[config.mk]
export PLATFORM = sky130hd
export DESIGN_NAME = audio_irq_status
export DESIGN_NICKNAME = d
export VERILOG_FILES = /design/src/rtl/audio_irq_pkg.sv /design/src/rtl/fmt_edge_detect.sv /design/src/rtl/irq_source_map.sv /design/src/rtl/irq_sticky_cell.sv /design/src/rtl/audio_irq_status.sv
export SDC_FILE = /design/constraint.sdc
export NUM_CORES = 1
export LEC_CHECK = 0
export ABC_CLOCK_PERIOD_IN_PS = 2520
export BUFFER_PORTS_ARGS = -buffer_cell sky130_fd_sc_hd__buf_2
export CAP_MARGIN = 20
export CORE_MARGIN = 5
export CORE_UTILIZATION = 47
export CTS_BUF_LIST = sky130_fd_sc_hd__clkbuf_4
export CTS_CLUSTER_DIAMETER = 40
export DETAILED_ROUTE_END_ITERATION = 10
export GPL_ROUTABILITY_DRIVEN = 0
export PLACE_DENSITY = 0.79
export SLEW_MARGIN = 40
export SYNTH_ARGS = -nofsm -noshare
export SYNTH_HDL_FRONTEND = slang
export SYNTH_SLANG_ARGS = --single-unit
[constraint.sdc]
create_clock -name clk_i -period 2.52 [get_ports clk_i]
set_input_delay 0.504 -clock clk_i [delete_from_list [all_inputs] [get_ports clk_i]]
set_output_delay 0.504 -clock clk_i [all_outputs]
set_load 0.05 [all_outputs]
[src/rtl/audio_irq_pkg.sv]
package audio_irq_pkg;
  localparam int unsigned NUM_SRC = 7;
  localparam int unsigned STAT_W  = 8;

  localparam int unsigned BIT_FMT   = 0;
  localparam int unsigned BIT_QSUB  = 1;
  localparam int unsigned BIT_RXERR = 2;
  localparam int unsigned BIT_CSCHG = 3;
  localparam int unsigned BIT_XFER  = 4;
  localparam int unsigned BIT_SLIP  = 5;
  localparam int unsigned BIT_PCCHG = 6;

  typedef logic [NUM_SRC-1:0] src_vec_t;
endpackage

[src/rtl/fmt_edge_detect.sv]
module fmt_edge_detect #(
  parameter int unsigned NUM_FMT = 5,
  parameter int unsigned CMP_IDX = 1
) (
  input  logic               clk_i,
  input  logic               rst_ni,
  input  logic [NUM_FMT-1:0] fmt_i,
  output logic               any_rise_o,
  output logic               cmp_rise_o
);
  logic [NUM_FMT-1:0] fmt_q;
  logic [NUM_FMT-1:0] rise;

  always_ff @(posedge clk_i or negedge rst_ni) begin
    if (!rst_ni) fmt_q <= '0;
    else         fmt_q <= fmt_i;
  end

  assign rise       = fmt_i & ~fmt_q;
  assign any_rise_o = |rise;
  assign cmp_rise_o = rise[CMP_IDX];
endmodule

[src/rtl/irq_source_map.sv]
module irq_source_map
  import audio_irq_pkg::*;
(
  input  logic     fmt_rise_i,
  input  logic     cmp_rise_i,
  input  logic     qsub_rdy_i,
  input  logic     rx_err_i,
  input  logic     cs_chg_i,
  input  logic     xfer_i,
  input  logic     slip_i,
  input  logic     pc_chg_i,
  output src_vec_t src_o
);
  always_comb begin
    src_o            = '0;
    src_o[BIT_FMT]   = fmt_rise_i;
    src_o[BIT_QSUB]  = qsub_rdy_i;
    src_o[BIT_RXERR] = rx_err_i;
    src_o[BIT_CSCHG] = cs_chg_i;
    src_o[BIT_XFER]  = xfer_i;
    src_o[BIT_SLIP]  = slip_i;
    // compressed-format onset also forces a preamble report
    src_o[BIT_PCCHG] = pc_chg_i | cmp_rise_i;
  end
endmodule

[src/rtl/irq_sticky_cell.sv]
module irq_sticky_cell (
  input  logic clk_i,
  input  logic rst_ni,
  input  logic src_i,
  input  logic en_i,
  input  logic level_i,
  input  logic clr_i,
  output logic bit_o
);
  logic prev_q;
  logic bit_q;
  logic set;

  assign set = en_i & (level_i ? src_i : (src_i & ~prev_q));

  always_ff @(posedge clk_i or negedge rst_ni) begin
    if (!rst_ni) begin
      prev_q <= 1'b0;
      bit_q  <= 1'b0;
    end else begin
      prev_q <= src_i;
      // set wins over clear so a coincident event survives the read
      bit_q  <= (clr_i ? 1'b0 : bit_q) | set;
    end
  end

  assign bit_o = bit_q;
endmodule

[src/rtl/audio_irq_status.sv]
module audio_irq_status
  import audio_irq_pkg::*;
#(
  parameter int unsigned NUM_FMT = 5,
  parameter int unsigned CMP_IDX = 1
) (
  input  logic               clk_i,
  input  logic               rst_ni,
  input  logic [NUM_FMT-1:0] fmt_i,
  input  logic               qsub_rdy_i,
  input  logic               rx_err_i,
  input  logic               cs_chg_i,
  input  logic               xfer_i,
  input  logic               slip_i,
  input  logic               pc_chg_i,
  input  logic [NUM_SRC-1:0] mask_i,
  input  logic               level_mode_i,
  input  logic               rd_i,
  output logic [STAT_W-1:0]  rdata_o,
  output logic               irq_o
);
  logic     fmt_rise;
  logic     cmp_rise;
  src_vec_t src_w;
  src_vec_t sticky;
  src_vec_t visible;

  fmt_edge_detect #(
    .NUM_FMT(NUM_FMT),
    .CMP_IDX(CMP_IDX)
  ) u_fmt (
    .clk_i     (clk_i),
    .rst_ni    (rst_ni),
    .fmt_i     (fmt_i),
    .any_rise_o(fmt_rise),
    .cmp_rise_o(cmp_rise)
  );

  irq_source_map u_map (
    .fmt_rise_i(fmt_rise),
    .cmp_rise_i(cmp_rise),
    .qsub_rdy_i(qsub_rdy_i),
    .rx_err_i  (rx_err_i),
    .cs_chg_i  (cs_chg_i),
    .xfer_i    (xfer_i),
    .slip_i    (slip_i),
    .pc_chg_i  (pc_chg_i),
    .src_o     (src_w)
  );

  for (genvar g = 0; g < NUM_SRC; g++) begin : g_cell
    irq_sticky_cell u_cell (
      .clk_i  (clk_i),
      .rst_ni (rst_ni),
      .src_i  (src_w[g]),
      .en_i   (mask_i[g]),
      .level_i(level_mode_i),
      .clr_i  (rd_i),
      .bit_o  (sticky[g])
    );
  end

  assign visible = sticky & mask_i;
  assign rdata_o = {{(STAT_W-NUM_SRC){1'b0}}, visible};
  assign irq_o   = |visible;
endmodule

==> results.json, run 1 <==
{
  "syn2layout_area_growth_pct": 27.4,
  "synth_area_um2": 726,
  "p_per_area_nw_per_um2": 656,
  "die_h_um": 49.3,
  "clk-insertion-delay-late_ns": 0.29,
  "die_w_um": 49.3,
  "switching_power_mw": 0.173,
  "path_class": "register to output port",
  "worstPathRequired_ns": 2.02,
  "placementRows": 14,
  "start_kind": "register",
  "postSynthCellCount": 57,
  "diodes": 0,
  "intPower_mw": 0.433,
  "io_buffers": 29,
  "cts_tree": "yes",
  "nFillCells": 129,
  "ctsRootBufferMaster": "clkbuf_4",
  "overflow": 0,
  "postRouteWirelength_um": 1370,
  "ys_seq_area_frac": 0.655,
  "ios": 31,
  "power_frac_seq": 0.551,
  "cp.depth": 4,
  "drc": 0,
  "crit_family": "simple AND/OR/NAND/NOR gates",
  "tns_ns": 0,
  "period_share": 0.966,
  "arrival_ns": 1.93,
  "grt_max_degree": 20,
  "rsz0062_at_grt": "false",
  "final_max_slew_viol_count": 0,
  "core_area_um2": 1490,
  "post-route-min-period_ns": 2.44,
  "grt_usage": 0.121,
  "grt_util_met3": 0.0520,
  "antenna_found_initial": 0,
  "comb_power_share": 0.203,
  "ys_types": 15,
  "worstSetupEndpointType": "output port",
  "sw_frac_of_total": 0.286,
  "first_pass_iters": 3,
  "cts_made_buffers": 3,
  "yosysWarnings": 0,
  "slowest_delay_ns": 0.51,
  "crit_path_start": "g_cell[4].u_cell.bit_o$_DFF_PN0_",
  "synth_edf_count": 0,
  "dp_hpwl_um": 1100,
  "cts_buffer_depth": 2,
  "power_leakage_nw": 0.471,
  "ys_seq_elements": 19,
  "post_cts_buffers": 0,
  "avgSynthCellArea_um2": 12.7,
  "min_path_type": "input pin to async pin",
  "htreeDepth": 1,
  "drt_iter0_drc": 8,
  "path_max_fanout": 2,
  "max_freq_mhz": 411,
  "setup_violations": 0,
  "clkPwrFrac": 0.246,
  "hold_viol": 0,
  "utilization": 0.621,
  "hold_buffers": 0,
  "cts.sinks": 19,
  "outcome": "finished clean",
  "clkTransAtPathRegs_ns": 0.11,
  "cp_slowest_cell": "or4_1",
  "wl_per_cell_um": 13.1,
  "grt_pass1_wl_um": 2310,
  "skew_ns": 0.00549,
  "initial_core_util": 0.487,
  "cp_num_buf_inv": 1,
  "grt_use_met1": 0.156,
  "regToRegSetupSlack_ns": 1.45,
  "drtAntennaViolNets": 0,
  "crit_path_end": "irq_o",
  "layout-drive-gt1-share": 0.393,
  "regToRegEndpoint": "g_cell[0].u_cell.bit_o$_DFF_PN0_",
  "critical_path.cell_chain": "and2_4 > or4_1 > or4_4 > buf_8",
  "die_area_um2": 2430,
  "synth_flop_cell": "dfrtp_1",
  "syn-num-nets": 79,
  "async_flop_share": 1.00,
  "finalNetCount": 112,
  "final_cells": 105,
  "maxCapViolCount": 0,
  "grt_use_met2": 0.176,
  "vias_per_cell": 5.10,
  "reg2reg_depth": 3,
  "vias": 536,
  "post-place-cells": 101,
  "grt_pass1_vias": 523,
  "vdd_drop_max_mv": 0.387,
  "grt_busiest_layer": "met2",
  "r2r-start": "u_fmt.fmt_q[0]$_DFF_PN0_"
}
==> Yosys cell counts (2+ instances only) <==
| cell | n | area, um^2 |
|---|---|---|
| nand2b_1 | 7 | 43.8 |
| nor2b_1 | 2 | 12.5 |
| or4_1 | 2 | 15.0 |
| and2_1 | 6 | 37.5 |
| inv_1 | 4 | 15.0 |
| a32o_1 | 6 | 60.1 |
| nand2_1 | 3 | 11.3 |
| dfrtp_1 | 19 | 475 |
| o211ai_1 | 2 | 15.0 |
==> sequential cells by signal, summed over array words and instances (netlist names) <==
| register | cells |
|---|---|
| g_cell.u_cell.bit_o | 7 |
| g_cell.u_cell.prev_q | 7 |
| u_fmt.fmt_q | 5 |
==> stage by stage <==
| stage | setup WS [ns] | total power, mW | hold slack [ns] | area, um^2 |
|---|---|---|---|---|
| floorplan | 0.0164 | 0.417 | 0.208 | 729 |
| global placement | 0.0108 | 0.456 | 0.454 | 887 |
| detailed placement | 0.00792 | 0.459 | 0.459 | 887 |
| CTS | 0.0693 | 0.614 | 0.130 | 925 |
| global route | 0.0161 | 0.640 | 0.148 | 925 |
| finish | 0.0850 | 0.606 | 0.124 | 925 |
==> final cells by class <==
class | count | area, um^2 | area share
Multi-Input combinational cell | 33 | 231 | 0.250
Clock buffer | 3 | 22.5 | 0.0244
Inverter | 4 | 15.0 | 0.0162
Tap cell | 16 | 20.0 | 0.0217
Clock inverter | 1 | 5.00 | 0.00541
Sequential cell | 19 | 475 | 0.514
Timing Repair Buffer | 29 | 155 | 0.168
==> per-layer routing <==
metal  routed length [um]  vias up
li1                     -      266
met3                  152        2
met5                    0        -
met4                    6        0
met2                  618       20
met1                  597      248
==> cells by family after synthesis <==
| kind of cell | count (synthesis) | synth area share |
|---|---|---|
| other | 1 | 0.00517 |
| buffers and inverters | 5 | 0.0310 |
| AO/OA/AOI/OAI | 9 | 0.117 |
| flip-flops | 19 | 0.655 |
| AND/OR/NAND/NOR | 23 | 0.191 |
==> power by group through the flow <==
stage	clock network [mW]	logic (mW)	registers, mW
2_1_floorplan	0	0.0786	0.338
3_3_place_gp	0	0.116	0.339
3_5_place_dp	0	0.118	0.340
4_1_cts	0.155	0.125	0.334
5_1_grt	0.170	0.133	0.337
6_report	0.149	0.123	0.334
==> cells in the final DEF, fill, tap and decap left out, types with 2 or more instances in the layout <==
master / instances
o211ai_1: 2
nand2_1: 3
a32o_1: 6
buf_2: 28
dfrtp_1: 19
and2_1: 6
nand2b_1: 7
clkbuf_4: 3
inv_1: 4
nor2b_1: 2
==> how the worst min path moves through the flow <==
stage | slack (ns) | to | cells after the start | startpoint
6_report | 0.12 | u_fmt.fmt_q[4]$_DFF_PN0_ | 1 | rst_ni
3_5_place_dp | 0.46 | g_cell[1].u_cell.bit_o$_DFF_PN0_ | 1 | rst_ni
5_1_grt | 0.15 | g_cell[1].u_cell.bit_o$_DFF_PN0_ | 1 | rst_ni
4_1_cts | 0.13 | u_fmt.fmt_q[4]$_DFF_PN0_ | 1 | rst_ni
2_1_floorplan | 0.21 | g_cell[0].u_cell.bit_o$_DFF_PN0_ | 0 | rst_ni
3_3_place_gp | 0.45 | g_cell[1].u_cell.prev_q$_DFF_PN0_ | 1 | rst_ni
==> repair_timing <==
| action | 4_1_cts | 5_1_grt |
|---|---|---|
| endpoints found under the hold margin | 0 | 0 |
| gates resized for setup | 3 | 0 |
| endpoints found under the setup margin | 1 | 0 |
Note: power is estimated with default switching activity, not from simulation.
==> run 2, diff against run 1 <==
ABC_AREA = 1   (was default)
CORE_UTILIZATION = 48   (was 47)
PLACE_DENSITY = 0.8   (was 0.79)
==> run 2 against run 1 <==
Net effect: clock skew is 0.0038 ns lower; largest power group unchanged; combinational power is 8% lower; critical path depth is 1 higher; sequential power hardly changed; largest cell class unchanged.
==> results.json, run 2 <==
{
  "mostFrequentLayoutCells": "29 x buf_2, 28 x nand2_1, 21 x inv_1, 19 x dfrtp_1, 6 x o211ai_1",
  "utilization": 0.628,
  "fin_hold_ws_ns": 0.130,
  "final_cells": 131,
  "power_leakage_nw": 0.609,
  "outcome": "finished clean",
  "post-route-min-period_ns": 1.71,
  "worstSetupEndpointType": "output port",
  "wl_per_cell_um": 10.5,
  "yosysWarnings": 0,
  "final_max_slew_viol_count": 0,
  "p_total_mw": 0.604,
  "period_share": 0.680,
  "io_buffers": 29,
  "grt_usage": 0.129,
  "postRouteWirelength_um": 1380,
  "syn-num-nets": 105,
  "vdd_drop_max_mv": 0.427,
  "synth_most_common_cell": "nand2_1",
  "postSynthCellCount": 83,
  "final_area_um2": 946,
  "hold_buffers": 0,
  "post_cts_buffers": 0,
  "drt_iter0_drc": 8,
  "grt_pass1_wl_um": 2490,
  "die_h_um": 49.7,
  "initial_core_util": 0.503,
  "critical_path.cell_chain": "nand2_1 > nand2_1 > nor2_1 > nand4_1 > buf_2",
  "min_path_type": "input pin to async pin",
  "path_class": "register to output port",
  "synth_top_cell_by_area": "dfrtp_1",
  "post-place-ws_ns": 0.872,
  "placed_cell_area_um2": 916,
  "synth_flop_cell": "dfrtp_1",
  "ys_types": 13,
  "max_freq_mhz": 583,
  "ctsRootBufferMaster": "clkbuf_4",
  "setup_violations": 0,
  "synth_top_area_frac": 0.627,
  "synth_area_um2": 758,
  "overflow": 0,
  "cts.repair.resized": 0,
  "worstPathRequired_ns": 2.02,
  "antenna_found_initial": 0,
  "timing.critical_path.mode_cell": "nand2_1",
  "ys_seq_area_frac": 0.627,
  "ios": 31,
  "rsz0062_at_grt": "false",
  "skew_ns": 0.00166,
  "die_w_um": 49.7,
  "tns_ns": 0,
  "arrival_ns": 1.21,
  "vias": 591,
  "synth.area.top_cells": "dfrtp_1 63%, nand2_1 14%, inv_1 10%, o211ai_1 5.9%, o21ai_2 1.2%",
  "cts_tree": "yes",
  "drc": 0,
  "core_area_um2": 1510,
  "clkTransAtPathRegs_ns": 0.09,
  "die_area_um2": 2470,
  "layout-drive-gt1-share": 0.296,
  "grt_pass1_vias": 596,
  "cts.sinks": 19,
  "synth_edf_count": 0,
  "final_common_cell": "buf_2",
  "avgSynthCellArea_um2": 9.14,
  "cts_made_buffers": 3,
  "start_kind": "register",
  "maxCapViolCount": 0,
  "post-place-cells": 127,
  "ys_seq_elements": 19,
  "dp_hpwl_um": 1110,
  "vias_per_cell": 4.51,
  "clk-insertion-delay-late_ns": 0.29,
  "synthTopCellsByCount": "28 x nand2_1, 21 x inv_1, 19 x dfrtp_1",
  "slowest_delay_ns": 0.39,
  "async_flop_share": 1.00,
  "placementRows": 14,
  "drtAntennaViolNets": 0,
  "path_max_fanout": 2,
  "cp_slowest_cell": "dfrtp_1",
  "finalNetCount": 138,
  "timing.final.ws_setup_ns": 0.806,
  "cp_num_buf_inv": 1,
  "crit_family": "flip-flops",
  "p_per_area_nw_per_um2": 638,
  "cts_buffer_depth": 2,
  "htreeDepth": 1,
  "diodes": 0,
  "grt_max_degree": 20,
  "hold_viol": 0,
  "syn2layout_area_growth_pct": 24.8,
  "first_pass_iters": 4
}
run 2: cell types whose count changed in the layout (fill, tap and decap cells not counted), sizes merged, moves of 4 or more:
cell	delta
nand2	+25
inv	+17
and2	-7
nand2b	-7
a32o	-6
o211ai	+4
run 2: power by group:
part	internal, mW	total, mW	switching, mW
logic	0.0339	0.113	0.0793
registers	0.326	0.335	0.00859
clock network	0.0723	0.156	0.0836
run 2: per-layer routing:
metal / global-route usage / wire length, um / vias to the layer above
met5: 0 / 0 / -
met3: 0.0331 / 153 / 0
li1: - / - / 308
met2: 0.201 / 628 / 24
met1: 0.164 / 598 / 259
met4: 0.0655 / 0 / 0
run 2: final timing paths:
check / from / slack [ns] / endpoint / cells past startpoint
min: rst_ni / 0.13 / g_cell[5].u_cell.prev_q$_DFF_PN0_ / 1
max in group asynchronous: rst_ni / 2.11 / g_cell[6].u_cell.bit_o$_DFF_PN0_ / 1
min in group clk_i: fmt_i[4] / 0.33 / u_fmt.fmt_q[4]$_DFF_PN0_ / 1
max: g_cell[6].u_cell.bit_o$_DFF_PN0_ / 0.81 / irq_o / 5
min reg2reg: g_cell[4].u_cell.bit_o$_DFF_PN0_ / 0.49 / g_cell[4].u_cell.bit_o$_DFF_PN0_ / 2
max reg2reg: u_fmt.fmt_q[1]$_DFF_PN0_ / 1.69 / g_cell[0].u_cell.prev_q$_DFF_PN0_ / 4
run 2: area by class of cell:
type / instances / area (um^2)
Multi-Input combinational cell: 42 / 196
Fill cell: 123 / 561
Tap cell: 16 / 20.0
Timing Repair Buffer: 29 / 145
Inverter: 21 / 78.8
Sequential cell: 19 / 475
Clock buffer: 4 / 30.0
run 2: kinds of logic after synthesis:
group           after synthesis  synth area share
compound gates                9            0.0875
buf+inv                      22             0.114
flops                        19             0.627
other cells                   1           0.00495
simple gates                 32             0.167
==> run 3, diff against run 2 <==
ABC_AREA = 0   (was 1)
ABC_CLOCK_PERIOD_IN_PS = 1500   (was 2520)
CORE_UTILIZATION = 43   (was 48)
PLACE_DENSITY = 0.76   (was 0.8)
clock period = 1.5 ns   (was 2.52 ns; I/O delays follow)
==> run 3 against run 2 <==
Net effect: the run now ends with negative setup slack left; global-route usage grew 0.43 points; via count is 5.4% lower; setup slack worse by 1.5 ns; first-iteration DRC count is 75% lower; hold slack got worse by 0.019 ns.
==> results.json, run 3 (synthesis gave the netlist of run 1 again) <==
{
  "outcome": "complete, but fails checks",
  "failed_checks": "negative setup slack",
  "cp_num_buf_inv": 1,
  "drt_iter0_drc": 2,
  "critical_path.cell_chain": "and2_4 > or4_1 > or4_4 > buf_6",
  "die_w_um": 51.1,
  "core_area_um2": 1560,
  "m1WireLength_um": 642,
  "placementRows": 14,
  "cts_buffer_depth": 2,
  "grt_pass1_vias": 628,
  "p_per_area_nw_per_um2": 1070,
  "ctsRootBufferMaster": "clkbuf_4",
  "path_max_fanout": 2,
  "cts.sinks": 19,
  "layout-drive-gt1-share": 0.453,
  "grt_usage": 0.134,
  "cts_tree": "yes",
  "fin_hold_ws_ns": 0.111,
  "setup_violations": 1,
  "crit_family": "simple AND/OR/NAND/NOR gates",
  "clk-insertion-delay-late_ns": 0.30,
  "post-route-min-period_ns": 2.23,
  "wl_met2_um": 676,
  "grt_pass1_wl_um": 2640,
  "final_common_cell": "buf_2",
  "io_buffers": 29,
  "postRouteWirelength_um": 1430,
  "clkTransAtPathRegs_ns": 0.11,
  "mostFrequentLayoutCells": "28 x buf_2, 19 x dfrtp_1, 7 x nand2b_1, 6 x a32o_1, 5 x buf_4",
  "vdd_drop_max_mv": 0.859,
  "initial_core_util": 0.465,
  "ios": 31,
  "die_h_um": 51.1,
  "arrival_ns": 1.93,
  "htreeDepth": 1,
  "worstPathRequired_ns": 1.20,
  "maxCapViolCount": 0,
  "path_class": "register to output port",
  "multi_input_area_um2": 238,
  "wl_per_cell_um": 12.9,
  "drc": 0,
  "wl_met3_um": 108,
  "finalNetCount": 118,
  "overflow": 0,
  "hold_viol": 0,
  "start_kind": "register",
  "die_area_um2": 2610,
  "max_freq_mhz": 448,
  "worstSetupEndpointType": "output port",
  "cts_made_buffers": 3,
  "first_pass_iters": 4,
  "antenna_found_initial": 0,
  "vias": 559,
  "skew_ns": 0.00809,
  "final_max_slew_viol_count": 0,
  "diodes": 0,
  "slowest_delay_ns": 0.52,
  "power_leakage_nw": 0.502,
  "drtAntennaViolNets": 0,
  "period_share": 1.49,
  "tns_ns": -0.733,
  "rsz0062_at_grt": "true",
  "vias_per_cell": 5.04,
  "min_path_type": "input pin to register",
  "regArea_um2": 475,
  "syn2layout_area_growth_pct": 34.3,
  "grt_max_degree": 20,
  "nFillCells": 140,
  "cp_slowest_cell": "or4_1",
  "utilization": 0.625,
  "timing.final.ws_setup_ns": -0.733,
  "top_layer": "met4"
}
-- run 3: path summary, 6_finish.rpt --
check,start,end,slack [ns],depth (start not counted)
setup reg to reg,u_fmt.fmt_q[0]$_DFF_PN0_,g_cell[0].u_cell.bit_o$_DFF_PN0_,0.45,3
setup / recovery,g_cell[4].u_cell.bit_o$_DFF_PN0_,irq_o,-0.73,4
max in group asynchronous,rst_ni,g_cell[1].u_cell.prev_q$_DFF_PN0_,0.76,2
hold reg to reg,g_cell[3].u_cell.bit_o$_DFF_PN0_,g_cell[3].u_cell.bit_o$_DFF_PN0_,0.50,1
min in group asynchronous,rst_ni,g_cell[5].u_cell.bit_o$_DFF_PN0_,0.45,2
hold / removal,fmt_i[1],u_fmt.fmt_q[1]$_DFF_PN0_,0.11,1
-- run 3: power by group --
part / total, mW / switching (mW) / internal, mW
Clock: 0.256 / 0.156 / 0.0992
Combinational: 0.221 / 0.129 / 0.0919
Sequential: 0.562 / 0.0133 / 0.548
-- run 3: per-stage QoR --
step                power, mW  cell area, um^2  std cells  setup slack, ns
CTS                      1.04              967        110           -0.741
finish                   1.04              975        111           -0.733
global placement        0.778              923        105           -0.490
detailed placement      0.784              923        105           -0.508
floorplan               0.704              736         57           -0.391
global route             1.09              975        111           -0.794
-- run 3: layout make-up --
| class | instances | area share |
|---|---|---|
| repair buffers | 35 | 0.204 |
| multi-input cells | 33 | 0.244 |
| inverters | 4 | 0.0154 |
| well taps | 16 | 0.0205 |
| clock buffers | 3 | 0.0231 |
| flip-flops and latches | 19 | 0.488 |
| clock inverters | 1 | 0.00513 |
-- run 3: what timing repair did --
| action | 4_1_cts | 5_1_grt |
|---|---|---|
| pin swaps | 0 | 0 |
| setup endpoints to repair | 1 | 1 |
| hold endpoints to repair | 19 | 0 |
| resized for setup | 2 | 0 |
| hold buffers | 1 | 0 |
| buffers inserted | 0 | 1 |
-- run 3: layer usage --
layer	vias to the layer above	track usage
met2	23	0.221
li1	273	-
met5	-	0
met1	261	0.164
met3	2	0.0378
met4	0	0.0538
